`config.mk`:
```
export PLATFORM = sky130hd
export DESIGN_NAME = sp_sync_pulse_gen
export DESIGN_NICKNAME = d
export VERILOG_FILES = /design/src/rtl/sp_pkg.sv /design/src/rtl/sp_rem_div.sv /design/src/rtl/sp_cfg_stage.sv /design/src/rtl/sp_sync_pulse_gen.sv
export SDC_FILE = /design/constraint.sdc
export NUM_CORES = 1
export LEC_CHECK = 0
export BUFFER_PORTS_ARGS = -buffer_cell sky130_fd_sc_hd__buf_2
export CAP_MARGIN = 10
export CORE_MARGIN = 2
export CORE_UTILIZATION = 51
export CTS_CLUSTER_DIAMETER = 30
export DETAILED_ROUTE_END_ITERATION = 16
export GPL_TIMING_DRIVEN = 0
export PLACE_DENSITY = 0.78
export SLEW_MARGIN = 20
export SYNTH_ARGS = -nofsm -noshare
export SYNTH_HDL_FRONTEND = slang
export SYNTH_SLANG_ARGS = --single-unit
export TNS_END_PERCENT = 20
```
`constraint.sdc`:
```
create_clock -name clk -period 9.26 [get_ports clk]
set_input_delay 0.926 -clock clk [delete_from_list [all_inputs] [get_ports clk]]
set_output_delay 0.926 -clock clk [all_outputs]
set_load 0.1 [all_outputs]
```
`src/rtl/sp_pkg.sv`:
```
package sp_pkg;
    typedef enum logic [2:0] {
        ST_IDLE  = 3'd0,
        ST_ALIGN = 3'd1,
        ST_PLACE = 3'd2,
        ST_WAIT  = 3'd3,
        ST_HIGH  = 3'd4
    } sp_state_e;
endpackage

```
`src/rtl/sp_rem_div.sv`:
```
module sp_rem_div #(
    parameter int DVD_W = 64,
    parameter int DIV_W = 32
) (
    input  logic             clk,
    input  logic             rst_n,
    input  logic             start,
    input  logic [DVD_W-1:0] dividend,
    input  logic [DIV_W-1:0] divisor,
    output logic             done,
    output logic [DIV_W-1:0] rem
);
    localparam int CNT_W = $clog2(DVD_W + 1);

    logic [DVD_W-1:0] dvd_q;
    logic [DIV_W-1:0] r_q;
    logic [DIV_W-1:0] div_q;
    logic [CNT_W-1:0] cnt_q;
    logic             busy_q;
    logic             done_q;
    logic [DIV_W:0]   shifted;
    logic [DIV_W:0]   diff;
    logic             ge;

    always_comb begin
        shifted = {r_q, dvd_q[DVD_W-1]};
        ge      = shifted >= {1'b0, div_q};
        diff    = shifted - {1'b0, div_q};
    end

    always_ff @(posedge clk or negedge rst_n) begin
        if (!rst_n) begin
            dvd_q  <= '0;
            r_q    <= '0;
            div_q  <= '0;
            cnt_q  <= '0;
            busy_q <= 1'b0;
            done_q <= 1'b0;
        end else if (start) begin
            dvd_q  <= dividend;
            r_q    <= '0;
            div_q  <= divisor;
            cnt_q  <= CNT_W'(DVD_W);
            busy_q <= 1'b1;
            done_q <= 1'b0;
        end else if (busy_q) begin
            r_q   <= ge ? diff[DIV_W-1:0] : shifted[DIV_W-1:0];
            dvd_q <= dvd_q << 1;
            cnt_q <= cnt_q - 1'b1;
            if (cnt_q == CNT_W'(1)) begin
                busy_q <= 1'b0;
                done_q <= 1'b1;
            end
        end else begin
            done_q <= 1'b0;
        end
    end

    assign done = done_q;
    assign rem  = r_q;

    // the grid base is only exact if the remainder is reduced
    assert_rem_below_div_R1: assert property (@(posedge clk) disable iff (!rst_n)
        done_q |-> (r_q < div_q));
endmodule

```
`src/rtl/sp_cfg_stage.sv`:
```
module sp_cfg_stage #(
    parameter int CFG_W      = 32,
    parameter int DEF_PERIOD = 500000,
    parameter int DEF_WIDTH  = 10000,
    parameter int DEF_OFFSET = 0
) (
    input  logic             clk,
    input  logic             rst_n,
    input  logic             load,
    input  logic [CFG_W-1:0] new_period,
    input  logic [CFG_W-1:0] new_width,
    input  logic [CFG_W-1:0] new_offset,
    input  logic             apply,
    output logic [CFG_W-1:0] act_period,
    output logic [CFG_W-1:0] act_width,
    output logic [CFG_W-1:0] act_offset,
    output logic [CFG_W-1:0] pend_period,
    output logic             pend_valid,
    output logic             err
);
    logic [CFG_W-1:0] pend_width;
    logic [CFG_W-1:0] pend_offset;
    logic             legal;

    assign legal = (new_width != '0) && (new_width < new_period);

    always_ff @(posedge clk or negedge rst_n) begin
        if (!rst_n) begin
            act_period  <= CFG_W'(DEF_PERIOD);
            act_width   <= CFG_W'(DEF_WIDTH);
            act_offset  <= CFG_W'(DEF_OFFSET);
            pend_period <= '0;
            pend_width  <= '0;
            pend_offset <= '0;
            pend_valid  <= 1'b0;
            err         <= 1'b0;
        end else begin
            if (apply) begin
                act_period <= pend_period;
                act_width  <= pend_width;
                act_offset <= pend_offset;
            end
            if (load && legal) begin
                pend_period <= new_period;
                pend_width  <= new_width;
                pend_offset <= new_offset;
                pend_valid  <= 1'b1;
            end else if (apply) begin
                pend_valid  <= 1'b0;
            end
            if (load) begin
                err <= !legal;
            end
        end
    end

    assert_bad_load_kept_R5: assert property (@(posedge clk) disable iff (!rst_n)
        (load && !legal && !apply) |=> (err && $stable(pend_period) && $stable(pend_valid)));

    assert_good_load_staged_R6: assert property (@(posedge clk) disable iff (!rst_n)
        (load && legal) |=> (!err && pend_valid));
endmodule

```
`src/rtl/sp_sync_pulse_gen.sv`:
```
module sp_sync_pulse_gen #(
    parameter int TIME_W     = 64,
    parameter int CFG_W      = 32,
    parameter int DEF_PERIOD = 500000,
    parameter int DEF_WIDTH  = 10000,
    parameter int DEF_OFFSET = 0
) (
    input  logic                    clk,
    input  logic                    rst_n,
    input  logic                    enable,
    input  logic [TIME_W-1:0]       tod_ns,
    input  logic                    cfg_load,
    input  logic [CFG_W-1:0]        cfg_period,
    input  logic [CFG_W-1:0]        cfg_width,
    input  logic signed [CFG_W-1:0] cfg_offset,
    output logic                    pulse_out,
    output logic                    cfg_err
);
    import sp_pkg::*;

    localparam int EXT_W = TIME_W - CFG_W;

    sp_state_e state_q, state_d;

    logic [TIME_W-1:0] mult_q;
    logic [TIME_W-1:0] snap_q;
    logic              swap_q;

    logic [CFG_W-1:0]  act_period, act_width, act_offset, pend_period;
    logic              pend_valid;
    logic              stage_err;
    logic              apply_cfg;
    logic              div_start;
    logic              div_done;
    logic [CFG_W-1:0]  div_rem;
    logic [CFG_W-1:0]  div_divisor;

    logic [TIME_W-1:0] per_ext, off_ext, wid_ext, rem_ext;
    logic [TIME_W-1:0] edge_t, end_t;
    logic              at_edge, past_end;

    sp_cfg_stage #(
        .CFG_W(CFG_W), .DEF_PERIOD(DEF_PERIOD),
        .DEF_WIDTH(DEF_WIDTH), .DEF_OFFSET(DEF_OFFSET)
    ) cfg_i (
        .clk(clk), .rst_n(rst_n), .load(cfg_load),
        .new_period(cfg_period), .new_width(cfg_width), .new_offset(cfg_offset),
        .apply(apply_cfg),
        .act_period(act_period), .act_width(act_width), .act_offset(act_offset),
        .pend_period(pend_period), .pend_valid(pend_valid), .err(stage_err)
    );

    sp_rem_div #(.DVD_W(TIME_W), .DIV_W(CFG_W)) div_i (
        .clk(clk), .rst_n(rst_n), .start(div_start),
        .dividend(tod_ns), .divisor(div_divisor),
        .done(div_done), .rem(div_rem)
    );

    // target arithmetic
    always_comb begin
        per_ext  = {{EXT_W{1'b0}}, act_period};
        wid_ext  = {{EXT_W{1'b0}}, act_width};
        off_ext  = {{EXT_W{act_offset[CFG_W-1]}}, act_offset};
        rem_ext  = {{EXT_W{1'b0}}, div_rem};
        edge_t   = mult_q + off_ext;
        end_t    = edge_t + wid_ext;
        at_edge  = tod_ns >= edge_t;
        past_end = tod_ns >= end_t;
    end

    // next state
    always_comb begin
        state_d = state_q;
        unique case (state_q)
            ST_IDLE:  if (enable) state_d = ST_ALIGN;
            ST_ALIGN: if (!enable) state_d = ST_IDLE;
                      else if (div_done) state_d = ST_PLACE;
            ST_PLACE: if (!enable) state_d = ST_IDLE;
                      else if (!at_edge) state_d = ST_WAIT;
            ST_WAIT:  if (!enable) state_d = ST_IDLE;
                      else if (at_edge) state_d = past_end ? ST_ALIGN : ST_HIGH;
            ST_HIGH:  if (!enable) state_d = ST_IDLE;
                      else if (past_end) state_d = swap_q ? ST_ALIGN : ST_WAIT;
            default:  state_d = ST_IDLE;
        endcase
    end

    always_comb begin
        div_start   = (state_d == ST_ALIGN) && (state_q != ST_ALIGN);
        apply_cfg   = pend_valid &&
                      ((state_q == ST_IDLE) ||
                       (div_start && ((state_q != ST_HIGH) || swap_q)));
        div_divisor = apply_cfg ? pend_period : act_period;
    end

    // state register
    always_ff @(posedge clk or negedge rst_n) begin
        if (!rst_n) state_q <= ST_IDLE;
        else        state_q <= state_d;
    end

    // target bookkeeping
    always_ff @(posedge clk or negedge rst_n) begin
        if (!rst_n) begin
            mult_q <= '0;
            snap_q <= '0;
            swap_q <= 1'b0;
        end else begin
            if (div_start) snap_q <= tod_ns;
            if (state_q == ST_IDLE) swap_q <= 1'b0;
            if (state_q == ST_ALIGN && div_done)
                mult_q <= snap_q - rem_ext + per_ext;
            if (state_q == ST_PLACE && enable && at_edge)
                mult_q <= mult_q + per_ext;
            if (state_q == ST_WAIT && state_d == ST_HIGH)
                swap_q <= pend_valid;
            if (state_q == ST_HIGH && state_d == ST_WAIT)
                mult_q <= mult_q + per_ext;
            if (state_q == ST_HIGH && state_d == ST_ALIGN)
                swap_q <= 1'b0;
        end
    end

    // outputs
    always_comb begin
        pulse_out = (state_q == ST_HIGH);
        cfg_err   = stage_err;
    end

    assert_rise_on_target_R1: assert property (@(posedge clk) disable iff (!rst_n)
        $rose(pulse_out) |-> (($past(tod_ns) >= $past(edge_t)) && ($past(tod_ns) < $past(end_t))));

    assert_fall_at_width_R2: assert property (@(posedge clk) disable iff (!rst_n)
        ($fell(pulse_out) && $past(enable)) |-> ($past(tod_ns) >= $past(end_t)));

    assert_quiet_when_off_R7: assert property (@(posedge clk) disable iff (!rst_n)
        !enable |=> !pulse_out);

    assert_place_future_R4: assert property (@(posedge clk) disable iff (!rst_n)
        (state_q == ST_PLACE && state_d == ST_WAIT) |-> (edge_t > tod_ns));
endmodule

```
# ---- Yosys cells after proc, flatten, opt, wreduce, memory -nomap -nowiden
# Cells that the tools add are included.
# Widths: inputs -> output; s select.
dict set report op_classes {
  mux 34
  eq_ne 11
  add_sub_neg 7
  n_lt_le_gt_ge 4
  reduce_logical 20
}
# cell n
set ops {}
lappend ops {{$mux 64} 5}
lappend ops {{$add 64x32->64} 3}
lappend ops {{$ge 64x64->1} 2}
lappend ops {{$mux 32} 4}
lappend ops {{$add 64x64->64} 1}
lappend ops {{$sub 64x32->64} 1}
lappend ops {{$ge 33x32->1} 1}
lappend ops {{$lt 32x32->1} 1}
lappend ops {{$reduce_bool 32->1} 1}
lappend ops {{$sub 32x32->32} 1}
lappend ops {{$mux 3} 10}
lappend ops {{$pmux 3 s5} 1}
lappend ops {{$mux 7} 2}
lappend ops {{$logic_and 1x1->1} 11}
lappend ops {{$mux 1} 11}
lappend ops {{$eq 3x2->1 const B} 3}
lappend ops {{$eq 7x1->1 const B} 1}
lappend ops {{$sub 7x1->7 const B} 1}
lappend ops {{$eq 3x1->1 const B} 2}
lappend ops {{$eq 3x3->1 const B} 2}
lappend ops {{$reduce_bool 3->1} 2}
lappend ops {{$reduce_bool 2->1} 2}
lappend ops {{$logic_not 3->1} 1}
lappend ops {{$ne 3x1->1 const B} 1}
lappend ops {{5 further kinds} 6}
dict set report word_totals {
  out_inout_bits 2
  word_cells 94
  regBits 463
  inputBits 164
}

# ---- Depth between registers and ports, before layout
dict set report depth {
  word_depth 14
  mapped_depth 43
  mapped_depth_nobuf 40
}

# ---- By module
# Synthesis repeated with hierarchy kept, for this count alone.
dict set report unflattened {
  cells_unflattened 4112
  hier_area_um2 36722.7
}
# mod area_per_inst_um2 instances cells_each seq_area_each_um2
set by_module_without_submodules {}
lappend by_module_without_submodules {sp_sync_pulse_gen 20846.2 1 2713 3303.2}
lappend by_module_without_submodules {sp_cfg_stage 8026.4 1 533 4869.7}
lappend by_module_without_submodules {sp_rem_div 7850.0 1 866 3428.3}

# ---- Worst setup path before layout
# Ideal clock, no wire load.
dict set report synth_timing {
  path_kind {reg-to-reg}
  from {register mult_q[0]}
  to {register cfg_i.act_width[23]}
  synth_period_minus_slack_ps 7585
  required_time_ps 9135
  path_slack_ps 1675
  arrival_ps 7460
  path_stages_with_launch 43
  setup_ps 125
  n_path_buf 3
  cell_sequence {dfrtp_1 -> ha_1 -> inv_1 -> fa_1 -> nor2b_1 -> o31a_1 -> o22a_2 -> a21oi_1 -> inv_1 -> a21oi_1 -> nor2_1 -> nor2_1 -> nor2_1 -> nor2_1 -> xnor2_1 -> ha_1 -> a21o_1 -> o21bai_1 -> (+7 left out) -> nor4_2 -> xnor2_1 -> ha_1 -> a21o_1 -> a21o_1 -> a21o_1 -> a21o_1 -> a21o_1 -> a31oi_1 -> nand2_1 -> a211oi_2 -> o211ai_1 -> a211oi_1 -> a32o_1 -> clkbuf_1 -> buf_4 -> buf_4 -> mux2_2}
}
dict set report synth_between {
  elab_cells_between_ends 17
  classes_between {add/sub: 2; order compare: 2; eq/ne: 1; mux: 8; reduce/logical: 4}
}
# element line_no
set synth_rtl {}
lappend synth_rtl {{start: declaration} sp_sync_pulse_gen.sv:25} ;# logic [TIME_W-1:0] mult_q;
lappend synth_rtl {{start signal: assignment} sp_sync_pulse_gen.sv:112} ;# mult_q <= snap_q - rem_ext + per_ext;
lappend synth_rtl {{start signal: assignment} sp_sync_pulse_gen.sv:114} ;# mult_q <= mult_q + per_ext;
lappend synth_rtl {{start signal: assignment} sp_sync_pulse_gen.sv:118} ;# mult_q <= mult_q + per_ext;
lappend synth_rtl {{$add 64x64->64 (*)} sp_sync_pulse_gen.sv:65} ;# edge_t = mult_q + off_ext;
lappend synth_rtl {{$add 64x32->64} sp_sync_pulse_gen.sv:66} ;# end_t = edge_t + wid_ext;
lappend synth_rtl {{$ge 64x64->1} sp_sync_pulse_gen.sv:68} ;# past_end = tod_ns >= end_t;
lappend synth_rtl {{$mux 3} sp_sync_pulse_gen.sv:83} ;# else if (past_end) state_d = swap_q ? ST_ALIGN : ST_WAIT;
lappend synth_rtl {{$mux 3} sp_sync_pulse_gen.sv:82} ;# ST_HIGH: if (!enable) state_d = ST_IDLE;
lappend synth_rtl {{$pmux 3 s5 (*)} sp_sync_pulse_gen.sv:74} ;# unique case (state_q)
lappend synth_rtl {{net state_d[1]} sp_sync_pulse_gen.sv:23} ;# sp_state_e state_q, state_d;
lappend synth_rtl {{$eq 3x1->1 (*)} sp_sync_pulse_gen.sv:89} ;# div_start = (state_d == ST_ALIGN) && (state_q != ST_ALIGN);
lappend synth_rtl {{$logic_and 1x1->1 (*)} sp_sync_pulse_gen.sv:89}
lappend synth_rtl {{$logic_and 1x1->1 (*)} sp_sync_pulse_gen.sv:92} ;# (div_start && ((state_q != ST_HIGH) || swap_q)));
lappend synth_rtl {{$logic_or 1x1->1 (*)} sp_sync_pulse_gen.sv:91} ;# ((state_q == ST_IDLE) ||
lappend synth_rtl {{$logic_and 1x1->1 (*)} sp_sync_pulse_gen.sv:90} ;# apply_cfg = pend_valid &&
lappend synth_rtl {{end signal: assignment} sp_cfg_stage.sv:30} ;# act_width <= CFG_W'(DEF_WIDTH);
lappend synth_rtl {{end signal: assignment} sp_cfg_stage.sv:40} ;# act_width <= pend_width;
lappend synth_rtl {{end: declaration} sp_cfg_stage.sv:15} ;# output logic [CFG_W-1:0] act_width,
# The timed path passes the listed nets; every way through them passes the cells marked *.
# A chain may end at the register's enable or synchronous reset.

# ---- Final worst setup path
dict set report layout_timing {
  from {register mult_q[0]}
  to {register cfg_i.act_width[24]}
}
dict set report layout_between {
  elab_chain_cells 12
  elab_cells_between_ends 17
  classes_between {add/sub: 2; order compare: 2; eq/ne: 1; mux: 8; reduce/logical: 4}
}
# element line_no
set layout_lines {}
lappend layout_lines {{$add 64x64->64 (*)} sp_sync_pulse_gen.sv:65}
lappend layout_lines {{$add 64x32->64} sp_sync_pulse_gen.sv:66}
lappend layout_lines {{$ge 64x64->1} sp_sync_pulse_gen.sv:68}
lappend layout_lines {{$mux 3 (2 in a row)} sp_sync_pulse_gen.sv:81} ;# else if (at_edge) state_d = past_end ? ST_ALIGN : ST_HIGH;
lappend layout_lines {{$mux 3} sp_sync_pulse_gen.sv:80} ;# ST_WAIT: if (!enable) state_d = ST_IDLE;
lappend layout_lines {{$pmux 3 s5 (*)} sp_sync_pulse_gen.sv:74}
lappend layout_lines {{$eq 3x1->1 (*)} sp_sync_pulse_gen.sv:89}
lappend layout_lines {{$logic_and 1x1->1 (*)} sp_sync_pulse_gen.sv:89}
lappend layout_lines {{$logic_and 1x1->1 (*)} sp_sync_pulse_gen.sv:92}
lappend layout_lines {{$logic_or 1x1->1 (*)} sp_sync_pulse_gen.sv:91}
lappend layout_lines {{$logic_and 1x1->1 (*)} sp_sync_pulse_gen.sv:90}
# Every way passes the cells marked *; elsewhere a longest branch is shown, timed or not.

==> results.toml <==
[synthesis]
syn_inst = 4037
syn_area_mm2 = 0.0368
yosysWarnings = 0
synth.area.top_cells = "dfrtp_1 31%, ha_1 13%, mux2_2 5.7%"
netlist.area_leader.share_pct = 30.7
syn_nets = 4621
synth_simple_gate_area_share_pct = 13.0
synth_flop_cell = "dfrtp_1"
synth_largest_area_cell = "dfrtp_1"
synth_top_family_by_area = "compound AO/OA/AOI/OAI gates"
async_flop_share_pct = 100
synthXorXnorAreaFrac_pct = 5.28
synth-seq-area-share_pct = 31.6
synthAdderAreaFrac_pct = 15.0
ys_types = 111
synth_edf_count = 0
synth.mux.area_fraction_pct = 9.25
synth_seq_cells = 463
syn_area_per_cell_um2 = 9.11
synth_compound_area_share_pct = 20.5

[setup_path]
cp.arrival_ps = 9550
cp.required_ps = 9800
cpPeakStageDelay_ps = 520
worst-setup-path-type = "flop to flop"
worstPathMaxFanout = 10
startpoint_type = "flop"
slowest_stage = "o211ai_1"
end_kind = "flop"

[cts]
cts_tree = "built"
h-tree-depth = 3
cts_max_path_buffers = 3
clk_transition_reported_paths_ps = 50
cts-root-buf = "clkbuf_16"
clkLatencyLatePin_ps = 670
cts-buffers-inserted = 104
hold_buffers = 0
clock-sinks = 463

[place]
place_congestion = 0.964
io_buffers = 165
dpl-instance-area_mm2 = 0.0389
hpwl_um = 92400

[hold_path]
min-delay-path-class = "primary input to asynchronous set/reset pin"

[layout]
final_area_mm2 = 0.0430
regArea_mm2 = 0.0116
finish.utilization_pct = 60.2
n_fill_cell = 6025
antenna_cells = 0
syn_to_final_growth_pct = 17.0
multi_input_area_mm2 = 0.0234
nets = 4914
drive_above_1_share_pct = 17.0

[global_routing]
grt_max_degree = 100
grt_pass1_vias = 31700
antenna_found_initial = 3
grt_pass1_wl_um = 182000
grtUsageTotal_pct = 31.5
grt_overflow = 0

[floorplan]
dieArea_mm2 = 0.0743
num_rows = 98
die_y_um = 272
core_mm2 = 0.0715
dieWidth_um = 272
start_util_pct = 51.4
pin_count = 166

[sta]
finalMaxSlewViolations = 0
fin_crit_sh_pct = 97.2
max_freq_mhz = 111
period_minus_slack_ps = 9010
hold_viol_final = 0
relSlewSlack_pct = 19.7
clock-skew-final_ps = 38.4
setup_viol = 0
tightest_slew_ps = 1200

[route]
ant_nets = 0
first_pass_iters = 6
wl_per_cell_um = 22.2
drt_iter0_drc = 3033
vias = 32800
drc = 0
wl_um = 119000
vias_per_cell = 6.11

[outcome]
status = "completed"

[flow_run]
maxCapViolCount = 0
worst max-delay path: cells and delay by family, from the launching register on:
family,cells,cell delay (ps)
AO/OA/AOI/OAI,13,3540
adder cells (fa/ha/maj),4,1170
XOR/XNOR,2,370
AND/OR/NAND/NOR,12,1920
flip-flops,1,470
buffers and inverters,6,1020
multiplexers,1,360
flip-flops by register name, summed over array words and instances, names as in the netlist, 3 cells and up:
signal,count
div_i.dvd_q,64
mult_q,64
snap_q,64
cfg_i.act_offset,32
cfg_i.act_period,32
cfg_i.act_width,32
cfg_i.pend_offset,32
cfg_i.pend_period,32
cfg_i.pend_width,32
div_i.div_q,32
div_i.rem,32
div_i.cnt_q,7
state_q,3
cell families (layout without fill, tap and decap cells):
logic type | after synthesis | after routing
simple gates | 956 | 956
flops | 463 | 463
buf+inv | 501 | 882
xor+xnor | 219 | 219
fa+ha+maj | 420 | 420
mux | 315 | 315
compound gates | 1163 | 1163
per-stage QoR:
step	setup slack, ps	setup TNS (ps)	cells	hold WS (ps)
2_1_floorplan	1670	0	4037	460
3_3_place_gp	-2260	-1478740	5152	474
3_5_place_dp	-1870	-509440	5158	482
4_1_cts	3.37	0	5358	90.4
5_1_grt	-50.2	-909	5368	103
6_report	255	0	5368	106
worst paths after layout:
check / start / end / slack [ps] / depth (start not counted)
min in group clk: cfg_offset[10] / cfg_i.pend_offset[10]$_DFFE_PN0P_ / 480 / 2
max in group asynchronous: rst_n / cfg_i.act_width[13]$_DFFE_PN1P_ / 7530 / 4
max reg2reg: mult_q[0]$_DFFE_PN0P_ / cfg_i.act_width[24]$_DFFE_PN0P_ / 250 / 38
min reg2reg: cfg_i.pend_width[16]$_DFFE_PN0P_ / cfg_i.act_width[16]$_DFFE_PN0P_ / 500 / 1
min: rst_n / snap_q[56]$_DFFE_PN0P_ / 110 / 1
max: mult_q[0]$_DFFE_PN0P_ / cfg_i.act_width[24]$_DFFE_PN0P_ / 250 / 38
cells in the mapped netlist (37+ instances only):
master and n:
a21oi_1 298, xnor2_1 116, nor3_1 39, clkbuf_1 96
inv_1 347, nor2b_1 37, xor2_1 100, o21ai_0 279
a211oi_1 62, dfrtp_1 451, nor2_1 239, mux2_2 187
nand2b_1 48, mux2i_1 119, a21o_1 175, nand4_1 68
o21bai_1 37, nand3_1 69, buf_2 44, o21a_1 40
nand2_1 282, ha_1 384
final cells by class:
cell class / count / share of cell area, %
repair buffers: 188 / 2.58
multi-input cells: 3073 / 54.5
clock buffers: 128 / 6.66
inverters: 347 / 3.03
clock inverters: 66 / 1.78
plain buffers: 153 / 1.74
well taps: 950 / 2.76
flip-flops and latches: 463 / 27.0
metal layers:
layer,global-route usage (%),vias to the layer above,share of wire [%]
met2,50.6,1328,46
met5,0,-,0.023
met1,40.7,16000,41
met3,5.10,327,7.5
li1,-,15200,-
met4,17.4,4,5.8
cells in the final DEF, fill, tap and decap left out, types with 36 or more instances in the layout:
cell,instances
a211oi_1,58
a21o_1,175
a21oi_1,293
buf_2,204
clkbuf_1,88
clkbuf_16,105
dfrtp_1,449
fa_1,36
ha_1,379
inv_1,346
mux2_2,187
mux2i_1,119
nand2_1,280
nand2b_1,48
nand3_1,69
nand4_1,68
nor2_1,237
nor2b_1,36
nor3_1,38
o21a_1,40
o21ai_0,277
o21bai_1,37
xnor2_1,115
xor2_1,100
timing repair:
action	4_1_cts	5_1_grt
setup buffers	6	11
pin swaps	7	18
resized for setup	47	44
endpoints found under the setup margin	362	347
Power is not shown: default switching activity piles up to over one toggle a cycle in this logic, so the estimate is an artifact.
